$ cat src/rtl/pfs_pkg.sv
package pfs_pkg;

  typedef struct packed {
    logic trip;
    logic sw;
    logic bat;
  } sense_t;

  function automatic int unsigned pfs_max(input int unsigned a, input int unsigned b);
    return (a > b) ? a : b;
  endfunction

endpackage

$ cat src/rtl/pfs_sync.sv
module pfs_sync #(
  parameter int unsigned W      = 3,
  parameter int unsigned STAGES = 2
) (
  input  logic         clk,
  input  logic         rst_n,
  input  logic [W-1:0] d,
  output logic [W-1:0] q
);

  for (genvar g = 0; g < STAGES; g++) begin : g_st
    logic [W-1:0] r;
    logic [W-1:0] r_d;
    if (g == 0) begin : g_first
      assign r_d = d;
    end else begin : g_chain
      assign r_d = g_st[g-1].r;
    end
    always_ff @(posedge clk or negedge rst_n) begin
      if (!rst_n) r <= '0;
      else        r <= r_d;
    end
  end

  assign q = g_st[STAGES-1].r;

endmodule

$ cat src/rtl/pfs_window.sv
module pfs_window #(
  parameter int unsigned LIMIT = 4
) (
  input  logic clk,
  input  logic rst_n,
  input  logic run,
  output logic done
);

  localparam int unsigned CW = $clog2(LIMIT + 1);
  localparam logic [CW-1:0] LAST = CW'(LIMIT - 1);

  logic [CW-1:0] cnt_q, cnt_d;
  logic          done_q, done_d;
  logic          en;

  always_comb begin
    cnt_d  = cnt_q;
    done_d = done_q;
    en     = 1'b0;
    if (!run) begin
      en     = done_q | (cnt_q != '0);
      cnt_d  = '0;
      done_d = 1'b0;
    end else if (!done_q) begin
      en = 1'b1;
      if (cnt_q == LAST) done_d = 1'b1;
      else               cnt_d  = cnt_q + 1'b1;
    end
  end

  always_ff @(posedge clk or negedge rst_n) begin
    if (!rst_n) begin
      cnt_q  <= '0;
      done_q <= 1'b0;
    end else if (en) begin
      cnt_q  <= cnt_d;
      done_q <= done_d;
    end
  end

  assign done = done_q;

  p_cnt_bound_r2: assert property (@(posedge clk) disable iff (!rst_n)
    cnt_q <= LAST);
  p_done_hold_r2: assert property (@(posedge clk) disable iff (!rst_n)
    (done_q && run) |=> done_q);
  p_restart_r4: assert property (@(posedge clk) disable iff (!rst_n)
    !run |=> (!done_q && cnt_q == '0));

endmodule

$ cat src/rtl/pfs_gate.sv
module pfs_gate (
  input  logic ok,
  input  logic host_ce_n,
  input  logic host_we_n,
  input  logic host_oe_n,
  output logic mem_ce_n,
  output logic mem_we_n,
  output logic mem_oe_n,
  output logic mem_dq_drive
);

  always_comb begin
    mem_ce_n     = host_ce_n | ~ok;
    mem_we_n     = host_we_n | ~ok;
    mem_oe_n     = host_oe_n | ~ok;
    mem_dq_drive = ok & ~host_ce_n & ~host_oe_n & host_we_n;
  end

endmodule

$ cat src/rtl/pfail_supervisor.sv
module pfail_supervisor #(
  parameter int unsigned SYNC_STAGES = 2,
  parameter int unsigned REC_CYCLES  = 250000,
  parameter int unsigned RST_CYCLES  = 700000
) (
  input  logic clk,
  input  logic rst_n,
  input  logic cmp_trip,
  input  logic cmp_switch,
  input  logic cmp_batt,
  input  logic host_ce_n,
  input  logic host_we_n,
  input  logic host_oe_n,
  output logic mem_ce_n,
  output logic mem_we_n,
  output logic mem_oe_n,
  output logic mem_dq_drive,
  output logic src_mains,
  output logic src_batt,
  output logic charge_en,
  output logic rst_pull_low
);
  import pfs_pkg::*;

  localparam int unsigned TMO_EFF = pfs_max(RST_CYCLES, REC_CYCLES + 1);

  sense_t sense;
  logic   rec_done, tmo_done;
  logic   access_ok;
  logic   sealed_q, sealed_d, seal_en;

  pfs_sync #(.W(3), .STAGES(SYNC_STAGES)) u_sync (
    .clk   (clk),
    .rst_n (rst_n),
    .d     ({cmp_trip, cmp_switch, cmp_batt}),
    .q     (sense)
  );

  pfs_window #(.LIMIT(REC_CYCLES)) u_rec (
    .clk   (clk),
    .rst_n (rst_n),
    .run   (sense.trip),
    .done  (rec_done)
  );

  pfs_window #(.LIMIT(TMO_EFF)) u_tmo (
    .clk   (clk),
    .rst_n (rst_n),
    .run   (sense.trip),
    .done  (tmo_done)
  );

  // access follows the synchronized comparator directly so protection is not delayed by a counter register
  assign access_ok = rec_done & sense.trip;

  pfs_gate u_gate (
    .ok           (access_ok),
    .host_ce_n    (host_ce_n),
    .host_we_n    (host_we_n),
    .host_oe_n    (host_oe_n),
    .mem_ce_n     (mem_ce_n),
    .mem_we_n     (mem_we_n),
    .mem_oe_n     (mem_oe_n),
    .mem_dq_drive (mem_dq_drive)
  );

  // shipping seal: opens once on the first good supply
  always_comb begin
    seal_en  = sealed_q & sense.trip;
    sealed_d = 1'b0;
  end

  always_ff @(posedge clk or negedge rst_n) begin
    if (!rst_n)       sealed_q <= 1'b1;
    else if (seal_en) sealed_q <= sealed_d;
  end

  always_comb begin
    src_mains    = sense.sw;
    src_batt     = ~sense.sw & ~sealed_q;
    charge_en    = sense.trip;
    rst_pull_low = sense.bat & ~(tmo_done & sense.trip);
  end

  p_wp_gate_r1: assert property (@(posedge clk) disable iff (!rst_n)
    !sense.trip |-> (mem_ce_n && mem_we_n && !mem_dq_drive));
  p_rst_fast_r5: assert property (@(posedge clk) disable iff (!rst_n)
    (sense.bat && !sense.trip) |-> rst_pull_low);
  p_rst_release_r6: assert property (@(posedge clk) disable iff (!rst_n)
    !sense.bat |-> !rst_pull_low);
  p_access_first_r8: assert property (@(posedge clk) disable iff (!rst_n)
    (sense.bat && !rst_pull_low) |-> access_ok);
  p_src_excl_r9: assert property (@(posedge clk) disable iff (!rst_n)
    !(src_mains && src_batt));
  p_seal_sticky_r10: assert property (@(posedge clk) disable iff (!rst_n)
    !sealed_q |=> !sealed_q);

endmodule

$ cat config.mk
export PLATFORM = sky130hd
export DESIGN_NAME = pfail_supervisor
export DESIGN_NICKNAME = d
export VERILOG_FILES = /design/src/rtl/pfs_pkg.sv /design/src/rtl/pfs_sync.sv /design/src/rtl/pfs_window.sv /design/src/rtl/pfs_gate.sv /design/src/rtl/pfail_supervisor.sv
export SDC_FILE = /design/constraint.sdc
export NUM_CORES = 1
export LEC_CHECK = 0
export BUFFER_PORTS_ARGS = -buffer_cell sky130_fd_sc_hd__buf_4
export CORE_ASPECT_RATIO = 1.2
export CORE_MARGIN = 2
export CORE_UTILIZATION = 55
export CTS_CLUSTER_SIZE = 8
export DETAILED_ROUTE_END_ITERATION = 7
export PLACE_DENSITY = 0.85
export SLEW_MARGIN = 20
export SYNTH_ARGS = -nofsm -noshare
export SYNTH_HDL_FRONTEND = slang
export SYNTH_SLANG_ARGS = --single-unit
$ cat constraint.sdc
create_clock -name clk -period 3.05 [get_ports clk]
set_clock_uncertainty 0.05 [all_clocks]
set_input_delay 0.61 -clock clk [delete_from_list [all_inputs] [get_ports clk]]
set_output_delay 0.61 -clock clk [all_outputs]
set_load 0.05 [all_outputs]
==> metrics.md, run 1 <==
| Metric | Value |
|---|---|
| CTS resizes | 0 |
| Routability cong. | slightly below 0.9 |
| Crit-path max FO | 26 |
| Number of flops mapped to enable cells by yosys | 0 |
| Comb pwr share | 0.211 |
| Pwr dens | between 400 and 500 nW/µm² |
| DRC viols | 0 |
| HP Class | primary input to async pin |
| Setup violations, final | 0 |
| Synth Register Bits | 47 |
| Startpoint types | flip-flop |
| Fin cells | between 300 and 400 |
| TNS Setup | 0 ns |
| Worst VDD drop | between 0.0003 and 0.0004 V |
| Clk pin slew, worst setup/hold paths | ~0.090 ns |
| Min Tclk post-route | about 2.5 ns |
| Sw power | about 0.00044 W |
| Chip width | 68.5 µm |
| CTS Root Cell | clkbuf_8 |
| Routed Antenna Nets | 0 |
| Max cap viols | 0 |
| Net Count, Synth | 309 |
| Unrepaired setup endpoints after global routing | no |
| Cell family with the largest share of critical-path delay | simple AND/OR/NAND/NOR gates |
| CTS buffer count | 5 |
| Sequential area share after synthesis | 0.429 |
| Worst Path Class, Setup | flip-flop to primary output |
| Antenna diodes | 0 |
| Worst Reg2Reg Path Length in Cells | 7 |
| Area growth syn-to-layout | 8.49% |
| GRT Overall Usage | 0.234 |
| Fin util | 0.611 |
| DPL Wire Length | around 4100 µm |
| Status | finished clean |
| Buf/Inv on CP | 2 |
| Top-area cell type share of the netlist area | 0.420 |
| Slew of the pin with the lowest slew margin | ~0.59 ns |
| Design area | 2980 µm² |
| Vias in the first global route | ~2200 |
| Fin crit share | 0.825 |
| Area leader, netlist | dfrtp_1 |
| Vias | around 2400 |
| Ranking of synthesized cells by area | dfrtp_1 42%, nand2_1 4.2%, nor4_1 3.6%, o21ai_0 3.6%, o41ai_1 3.5% |
| Internal cell power | just over 0.0009 W |
| Num ports | 16 |
| First-pass GRT wire length | ~10000 µm |
| Most used DFF post-synth | dfrtp_1 |
| Die area | between 5000 and 6000 µm² |
| Avg Inst Size Synth | ~9 µm² |
| Cell with the most instances after synthesis | dfrtp_1 |
| Total number of H-tree levels | 2 |
| CTS tree | yes |
| Gate count of the mapped netlist | approximately 300 |
| Cell Chain, Critical Path | buf_4 > nand2_1 > or2_2 > nor3b_2 > buf_4 |
| Worst Setup End Kind | primary output |
| Reg2reg start | u_tmo.cnt_q[1]$_DFFE_PN0P_ |
| Grt ovf | 0 |
| Final net count | 319 |
| Core Region | 4870 µm² |
| Initial antenna violation count | 0 |
| F_max | about 400 MHz |
| Clock buffer depth | 2 |
| Placed instance area | around 2900 µm² |
| CP max stage cell | dfrtp_1 |
| Reg2Reg Setup Slack | approximately 0.86 ns |
| Clk pwr share | 0.273 |
| WP data required | between 2 and 2.5 ns |
| Total power | around 0.0014 W |
| Dpl cells | 360 |
| DR pass1 iterations | 4 |
| Largest net degree at the start of global routing | 48 |
| Max_slew headroom | 0.609 |
| Worst endpoint data arrival time | about 1.9 ns |
| Detailed Route Iter0 Violations | 178 |
| CP peak stage delay | between 0.3 and 0.4 ns |
| Yosys warnings | 0 |
| Layout cells sized above 1 | 0.136 |
| Vias per cell | ~6.5 |
| Starting Density | 0.563 |
| Critical R2R Capture | u_tmo.cnt_q[19]$_DFFE_PN0P_ |
| Synth cell count leaders | 46 x dfrtp_1, 31 x nand2_1, 20 x o21ai_0, 18 x nand3_1, 16 x nor4_1 |
| Post-synthesis async set-or-reset flop share | 1.00 |
| Slew Viols, Final | 0 |
| Pleak | about 1.4 nW |
| Netlist cell types | 53 |
| Postcts setup bufs | 0 |
| Clock latency on the worst-skew pair | about 0.3 ns |
| Routed len/inst | about 16 µm |
| Die H | slightly above 80 µm |
| CP most frequent cell | buf_4 |
| Rows | 28 |
| Sw frac | 0.322 |
| Port buffer count | 15 |
| Final Hold Fails | 0 |
| Seq pwr share | 0.517 |
| Final WL | around 6000 µm |
| CTS Sinks | 47 |
| Post-Syn Area | about 2700 µm² |
| Cts hold-fix bufs | 0 |
## power groups by stage
stage	combinational (W)	sequential, W	clock (W)
final	0.000288	0.000707	0.000373
after floorplan	0.000233	0.000702	0
after detailed placement	0.000287	0.000718	0
after global placement	0.000283	0.000715	0
after CTS	0.000292	0.000706	0.000385
after global routing	0.000326	0.000714	0.000404
## layer usage
metal / GRT usage / vias up / part of all wire
met5: 0 / - / 0
met1: 0.290 / 1174 / 0.44
li1: - / 1152 / -
met2: 0.401 / 39 / 0.52
met4: 0.0860 / 0 / 0.020
met3: 0.0402 / 12 / 0.024
## per-stage QoR
step	setup slack [ns]	hold slack, ns
floorplan	0.103	0.264
global placement	0.885	0.283
detailed placement	0.855	0.293
CTS	0.530	0.268
global route	0.382	0.297
finish	0.533	0.249
## cell families (layout without fill, tap and decap cells)
kind of cell    Yosys count  count (layout)  synth area share
buf+inv                  29              40            0.0520
mux                       4               4            0.0160
flops                    47              47             0.429
compound gates           75              75             0.198
fa+ha+maj                 4               4            0.0182
simple gates            138             138             0.287
## flip-flops by register name, indices dropped and copies added, names as in the netlist
name / cells
sealed_q: 1
u_rec.cnt_q: 18
u_rec.done: 1
u_sync.g_st.r: 3
u_sync.q: 3
u_tmo.cnt_q: 20
u_tmo.done: 1
## layout make-up
| type | count | area [µm²] |
|---|---|---|
| Clock inverter | 3 | 20.0 |
| Inverter | 9 | 33.8 |
| Multi-Input combinational cell | 221 | 1430 |
| Fill cell | 411 | 1890 |
| Sequential cell | 47 | 1180 |
| Tap cell | 60 | 75.1 |
| Clock buffer | 5 | 68.8 |
| Timing Repair Buffer | 23 | 173 |
## how the worst max path moves through the flow
stage                                       end  depth (start not counted)                  startpoint
global route                       mem_dq_drive                          5       u_sync.q[2]$_DFF_PN0_
floorplan                          mem_dq_drive                          4       u_sync.q[2]$_DFF_PN0_
finish                             mem_dq_drive                          5       u_sync.q[2]$_DFF_PN0_
CTS                                mem_dq_drive                          5       u_sync.q[2]$_DFF_PN0_
detailed placement  u_tmo.cnt_q[19]$_DFFE_PN0P_                          7  u_tmo.cnt_q[1]$_DFFE_PN0P_
global placement                   mem_dq_drive                          5       u_sync.q[2]$_DFF_PN0_
## worst reg2reg max path: cells and delay by family, from the launching register on
kind / cells / cell delay, ns
adder cells (fa/ha/maj): 1 / 0.23
AO/OA/AOI/OAI: 2 / 0.38
AND/OR/NAND/NOR: 3 / 0.77
buffers and inverters: 1 / 0.22
flip-flops: 1 / 0.41
## layout by cell type (no fill, tap or decap), types with 3 or more instances in the layout
master,count
dfrtp_1,46
nand2_1,31
buf_4,23
o21ai_0,19
nand3_1,18
nor4_1,16
and3_1,13
nor2_1,11
o41ai_1,11
inv_1,8
a21oi_1,8
a211o_1,8
and2_1,7
nand4_1,7
nor3_1,6
nand3b_1,5
clkbuf_8,5
and4_1,4
ha_1,4
or2_2,3
a22oi_1,3
a31oi_1,3
or4_1,3
o22ai_1,3
o31ai_1,3
a22o_1,3
No activity file was read; power rests on OpenSTA's default activity.
==> inputs of run 2 (changes only) <==
--- a/config.mk
+++ b/config.mk
@@ -11,7 +11,7 @@
 export CORE_UTILIZATION = 55
 export CTS_CLUSTER_SIZE = 8
 export DETAILED_ROUTE_END_ITERATION = 7
-export PLACE_DENSITY = 0.85
+export PLACE_DENSITY = 0.88
 export SLEW_MARGIN = 20
 export SYNTH_ARGS = -nofsm -noshare
 export SYNTH_HDL_FRONTEND = slang
==> constraint.sdc (replaced) <==
create_clock -name clk -period 2.15 [get_ports clk]
set_clock_uncertainty 0.05 [all_clocks]
set_input_delay 0.43 -clock clk [delete_from_list [all_inputs] [get_ports clk]]
set_output_delay 0.43 -clock clk [all_outputs]
set_load 0.05 [all_outputs]
==> metrics.md, run 2 (synthesis results as in run 1) <==
| Metric | Value |
|---|---|
| Die area | 5570 µm² (unchanged) |
| Grt ovf | 0 (unchanged) |
| Setup violations, final | 0 (unchanged) |
| Max_slew headroom | 0.596 (-0.0131) |
| Final worst setup slack | 0.0655 ns (-0.468 ns) |
| Most flops, register | u_tmo.cnt_q |
| HP Class | primary input to async pin |
| Critical R2R Capture | u_rec.cnt_q[5]$_DFFE_PN0P_ |
| Vias in the first global route | 2406 (+9.7%) |
| Die H | 81.4 µm (unchanged) |
| Commonest non-fill, non-tap cell in the layout | dfrtp_1 |
| DR pass1 iterations | 5 (+1) |
| Fin crit share | 0.970 |
| Sw frac | 0.322 (-0.000505) |
| DRC viols | 0 (unchanged) |
| Reg2reg start | u_rec.cnt_q[13]$_DFFE_PN0P_ |
| Clock latency on the worst-skew pair | 0.30 ns (about the same) |
| Worst endpoint data arrival time | 2.23 ns (+0.37 ns) |
| Layout cells sized above 1 | 0.244 (+0.108) |
| Antenna diodes | 0 (unchanged) |
| Largest regs | u_tmo.cnt_q (20), u_rec.cnt_q (18) |
| Min Tclk post-route | around 2.1 ns |
| Final WL | 7180 µm (+20%) |
| Crit-path max FO | 8 (-69%) |
| Worst Setup End Kind | flip-flop |
| Comb pwr share | 0.238 (+0.027) |
| Clk pwr share | 0.284 (+0.011) |
| Placed instance area | 3000 µm² (+4.1%) |
| CTS tree | yes |
| Worst VDD drop | 0.000608 V (+61%) |
| Chip width | 68.5 µm (unchanged) |
| Pwr dens | 650 nW/µm² (+41%) |
| Final Hold Fails | 0 (unchanged) |
| Setup WS pre-CTS | 0.0446 ns (-0.811 ns) |
| Internal cell power | 0.00144 W (+55%) |
| Cts hold-fix bufs | 0 (unchanged) |
| Num ports | 16 (unchanged) |
| First-pass GRT wire length | 11200 µm (+12%) |
| Worst Reg2Reg Path Length in Cells | 6 (-1) |
| Initial antenna violation count | 0 (unchanged) |
| CTS Sinks | 47 (unchanged) |
| CTS buffer count | 5 (unchanged) |
| Sw power | 0.000681 W (+54%) |
| Vias per cell | 6.61 (+2.3%) |
| Routed len/inst | 18.5 µm (+14%) |
| Core Region | 4870 µm² (unchanged) |
| Area growth syn-to-layout | 18.7% |
| Clk pin slew, worst setup/hold paths | 0.09 ns (about the same) |
| Clock buffer depth | 2 (unchanged) |
| Worst Path Class, Setup | flip-flop to flip-flop |
| Total number of H-tree levels | 2 (unchanged) |
| DPL Wire Length | 4550 µm (+11%) |
| Pleak | 1.53 nW (+12%) |
| Vias | 2564 (+7.9%) |
| Largest net degree at the start of global routing | 48 (unchanged) |
| Routed Antenna Nets | 0 (unchanged) |
| Status | finished clean |
| Commonest non-fill, non-tap cells in the layout | 42 x dfrtp_1, 40 x buf_4, 30 x nand2_1 |
| WP data required | 2.30 ns (-0.09 ns) |
| Max reg flops | 20 (unchanged) |
| Max cap viols | 0 (unchanged) |
| Seq pwr share | 0.478 (-0.039) |
| Starting Density | 0.563 (unchanged) |
| Rows | 28 (unchanged) |
| Routability cong. | 0.942 (+7.3%) |
| Design area | 3260 µm² (+9.5%) |
| Detailed Route Iter0 Violations | 246 (+38%) |
| GRT Overall Usage | 0.266 (+0.0326) |
| Port buffer count | 15 (unchanged) |
| F_max | roughly 480 MHz |
| Slew Viols, Final | 0 (unchanged) |
| CTS Root Cell | clkbuf_8 |
| Slew of the pin with the lowest slew margin | 0.606 ns (+0.0196 ns) |
| Startpoint types | flip-flop |
| Reg2Reg Setup Slack | 0.07 ns (-0.79 ns) |
| Final net count | 339 (+6.3%) |
==> run 2: power groups by stage <==
stage          registers [W]  logic, W  clock network, W
2_1_floorplan       0.000997  0.000332                 0
3_3_place_gp         0.00102  0.000436                 0
3_5_place_dp         0.00102  0.000451                 0
4_1_cts              0.00100  0.000463          0.000606
5_1_grt              0.00102  0.000551          0.000645
6_report             0.00101  0.000504          0.000601
==> run 2: metal layers <==
metal | part of all wire | routed length (µm) | GRT usage | up-vias
met2 | 0.54 | 3860 | 0.473 | 86
met4 | 0.026 | 189 | 0.0900 | 0
met3 | 0.042 | 299 | 0.0402 | 22
met5 | 0 | 0 | 0 | -
li1 | - | - | - | 1192
met1 | 0.39 | 2830 | 0.322 | 1264
==> run 2: repair_timing <==
action                                  4_1_cts  5_1_grt
gates resized for setup                       1       20
pin swaps                                     0        2
cloned                                        0        1
endpoints found under the setup margin        2       25
setup buffers                                 1        4
==> run 2: worst max path at each step <==
stage | start | end | slack (ns) | cells after the start
after floorplan | u_rec.cnt_q[10]$_DFFE_PN0P_ | u_rec.cnt_q[12]$_DFFE_PN0P_ | 0.009 | 7
after global placement | u_rec.cnt_q[9]$_DFFE_PN0P_ | u_rec.cnt_q[4]$_DFFE_PN0P_ | 0.11 | 6
after detailed placement | u_rec.cnt_q[0]$_DFFE_PN0P_ | u_rec.cnt_q[17]$_DFFE_PN0P_ | 0.04 | 7
after CTS | u_rec.cnt_q[0]$_DFFE_PN0P_ | u_rec.cnt_q[0]$_DFFE_PN0P_ | 0.0006 | 8
after global routing | u_rec.cnt_q[0]$_DFFE_PN0P_ | u_rec.cnt_q[16]$_DFFE_PN0P_ | -0.02 | 7
final | u_rec.cnt_q[13]$_DFFE_PN0P_ | u_rec.cnt_q[5]$_DFFE_PN0P_ | 0.07 | 6
==> run 2: through the flow <==
| stage | util | TNS, ns | cells | power (W) | hold WS [ns] |
|---|---|---|---|---|---|
| floorplan | - | 0 | 297 | 0.00133 | 0.0844 |
| global placement | 0.617 | 0 | 374 | 0.00145 | 0.282 |
| detailed placement | 0.617 | 0 | 374 | 0.00148 | 0.286 |
| CTS | 0.641 | 0 | 383 | 0.00207 | 0.0972 |
| global route | 0.669 | -0.118 | 388 | 0.00222 | 0.121 |
| finish | 0.669 | 0 | 388 | 0.00212 | 0.0740 |
==> run 2: worst max-delay path, cell delays in order (launching register included) <==
cell and delay [ns]:
dfrtp_1 0.42, nor4_4 0.36, nand2_1 0.14, o41ai_4 0.43
clkbuf_4 0.28, nor4_1 0.07, a211o_1 0.23
==> run 2: final cells by class <==
type	count	area, µm²
multi-input cells	221	1530
flip-flops and latches	47	1180
clock buffers	7	96.3
repair buffers	43	334
well taps	60	75.1
clock inverters	1	7.51
inverters	9	33.8
fillers	387	1610
==> inputs of run 3 (changes only) <==
--- a/config.mk
+++ b/config.mk
@@ -8,10 +8,10 @@
 export BUFFER_PORTS_ARGS = -buffer_cell sky130_fd_sc_hd__buf_4
 export CORE_ASPECT_RATIO = 1.2
 export CORE_MARGIN = 2
-export CORE_UTILIZATION = 55
+export CORE_UTILIZATION = 29
 export CTS_CLUSTER_SIZE = 8
 export DETAILED_ROUTE_END_ITERATION = 7
-export PLACE_DENSITY = 0.88
+export PLACE_DENSITY = 0.57
 export SLEW_MARGIN = 20
 export SYNTH_ARGS = -nofsm -noshare
 export SYNTH_HDL_FRONTEND = slang
==> metrics.md, run 3 (synthesis results as in run 1) <==
| Metric | Value |
|---|---|
| Status | finished clean |
| Most flops, register | u_tmo.cnt_q |
| Setup violations, final | 0 (unchanged) |
| Core Region | 9130 µm² (+87%) |
| Placed instance area | 3150 µm² (+4.9%) |
| CTS buffer count | 5 (unchanged) |
| Antenna diodes | 0 (unchanged) |
| Commonest non-fill, non-tap cell in the layout | buf_4 |
| Pleak | 1.59 nW (+4.0%) |
| Worst endpoint data arrival time | 2.22 ns (about the same) |
| Clock latency on the worst-skew pair | 0.30 ns (about the same) |
| CTS tree | yes |
| Area growth syn-to-layout | 23.4% |
| Die area | 10300 µm² (+84%) |
| Max_slew headroom | 0.605 (+0.00853) |
| Final WL | 6830 µm (-4.8%) |
| Commonest non-fill, non-tap cells in the layout | 47 x buf_4, 43 x dfrtp_1, 30 x nand2_1 |
| GRT met2 Usage | 0.242 (-0.231) |
| Worst Reg2Reg Path Length in Cells | 7 (+1) |
| Total power | 0.00218 W (+3.0%) |
| Comb pwr share | 0.235 (-0.003) |
| Startpoint types | flip-flop |
| Reg2Reg Setup Slack | 0.07 ns (about the same) |
| Slew Viols, Final | 0 (unchanged) |
| First-pass GRT wire length | 11900 µm (+6.0%) |
| Total number of H-tree levels | 2 (unchanged) |
| Reg2reg start | u_rec.cnt_q[0]$_DFFE_PN0P_ |
| DPL Wire Length | 4760 µm (+4.7%) |
| Routed Antenna Nets | 0 (unchanged) |
| GRT Overall Usage | 0.140 (-0.126) |
| Internal cell power | 0.00151 W (+5.2%) |
| Busiest layer in global routing | met2 |
| CP peak stage delay | 0.43 ns (about the same) |
| Met3 global-route usage | 0.0239 (-0.0163) |
| Cts hold-fix bufs | 0 (unchanged) |
| Clk pwr share | 0.302 (+0.018) |
| Vias per cell | 5.40 (-18%) |
| Num ports | 16 (unchanged) |
| HP Class | primary input to async pin |
| Routability cong. | 0.820 (-13%) |
| Port buffer count | 15 (unchanged) |
| Clock buffer depth | 2 (unchanged) |
| Max reg flops | 20 (unchanged) |
| Crit path launch | u_rec.cnt_q[0]$_DFFE_PN0P_ |
| CP max stage cell | o41ai_4 |
| Layout cells sized above 1 | 0.246 (+0.00239) |
| Initial antenna violation count | 0 (unchanged) |
| Sw power | 0.000669 W (-1.7%) |
| Grt ovf | 0 (unchanged) |
| Vias | 2469 (-3.7%) |
| Rows | 38 (+36%) |
| TNS Setup | 0 ns (unchanged) |
| Min Tclk post-route | 2.08 ns (-0.00882 ns) |
| DRC viols | 0 (unchanged) |
| WP depth | 7 (+1) |
| F_max | 482 MHz (+0.42%) |
| Cell family with the largest share of critical-path delay | compound AO/OA/AOI/OAI gates |
| DR pass1 iterations | 4 (-1) |
| Sw frac | 0.307 (-0.0145) |
| Clk pin slew, worst setup/hold paths | 0.10 ns (about the same) |
| Crit-path max FO | 7 (-1) |
| Fin crit share | 0.965 (-0.00410) |
| Max cap viols | 0 (unchanged) |
| Seq pwr share | 0.462 (-0.016) |
| Largest regs | u_tmo.cnt_q (20), u_rec.cnt_q (18) |
| GR Util met1 | 0.177 (-0.145) |
| Detailed Route Iter0 Violations | 76 (-69%) |
| Cell Chain, Critical Path | ha_2 > nand3_1 > nand2b_1 > o41ai_4 > clkbuf_4 > o21ai_0 > a22o_1 |
| Final net count | 348 (+2.7%) |
| Pwr dens | 644 nW/µm² (-0.93%) |
| Slew of the pin with the lowest slew margin | 0.593 ns (-0.0128 ns) |
| Routed len/inst | 14.9 µm (-19%) |
| Die H | 111 µm (+36%) |
| CTS Root Cell | clkbuf_8 |
| Design area | 3380 µm² (+3.9%) |
| Final Hold Fails | 0 (unchanged) |
| Buf/Inv on CP | 1 (unchanged) |
| Vias in the first global route | 2464 (+2.4%) |
| Starting Density | 0.300 (-0.263) |
| WP data required | 2.29 ns (about the same) |
| Largest net degree at the start of global routing | 48 (unchanged) |
| CTS Sinks | 47 (unchanged) |
| Critical R2R Capture | u_rec.cnt_q[10]$_DFFE_PN0P_ |
| Worst VDD drop | 0.000399 V (-34%) |
| End of the critical path | u_rec.cnt_q[10]$_DFFE_PN0P_ |
| Worst Path Class, Setup | flip-flop to flip-flop |
| Worst Setup End Kind | flip-flop |
| Chip width | 92.8 µm (+36%) |
| Fin util | 0.371 (-0.298) |
run 3: cell types whose count changed in the layout (fill, tap and decap cells not counted), sizes merged:
cell and change:
clkinvlp -1, clkbuf -2, clkinv +2, bufinv +1
buf +9
run 3: worst min-delay path by stage:
stage                                   from                    endpoint  slack (ns)
2_1_floorplan                          rst_n  u_rec.cnt_q[0]$_DFFE_PN0P_        0.08
3_5_place_dp   u_sync.g_st[0].r[2]$_DFF_PN0_       u_sync.q[2]$_DFF_PN0_        0.29
6_report                               rst_n  u_tmo.cnt_q[8]$_DFFE_PN0P_        0.07
5_1_grt                                rst_n  u_tmo.cnt_q[8]$_DFFE_PN0P_        0.13
3_3_place_gp   u_sync.g_st[0].r[1]$_DFF_PN0_       u_sync.q[1]$_DFF_PN0_        0.28
4_1_cts                                rst_n  u_tmo.cnt_q[6]$_DFFE_PN0P_         0.1
run 3: cell type report:
cell class,instances,area [µm²]
Multi-Input combinational cell,221,1490
Timing Repair Buffer,52,414
Tap cell,120,150
Inverter,9,33.8
Fill cell,942,5740
Clock inverter,3,43.8
Sequential cell,47,1180
Clock buffer,5,68.8
run 3: what timing repair did:
action	in CTS	in global routing
endpoints found under the setup margin	0	34
gates resized for setup	0	15
buffers inserted	0	6
run 3: per-stage QoR:
step                      setup WS [ns]  std cells  hold slack, ns
after global placement           0.0976        442           0.284
after global routing            -0.0132        457           0.127
after CTS                        0.0130        450          0.0987
after detailed placement         0.0515        442           0.291
after floorplan                 0.00892        297          0.0844
final                            0.0743        457          0.0747
run 3: layer usage:
metal / up-vias / wire length [µm] / share of wire
met2: 37 / 3540 / 0.52
met3: 7 / 193 / 0.028
met5: - / 0 / 0
met1: 1212 / 3010 / 0.44
met4: 0 / 89 / 0.013
li1: 1213 / - / -
run 3: power groups by stage:
stage | Sequential [W] | Clock, W | Combinational [W]
finish | 0.00101 | 0.000659 | 0.000512
global route | 0.00102 | 0.000727 | 0.000580
CTS | 0.00100 | 0.000694 | 0.000476
detailed placement | 0.00102 | 0 | 0.000475
global placement | 0.00102 | 0 | 0.000469
floorplan | 0.000997 | 0 | 0.000332
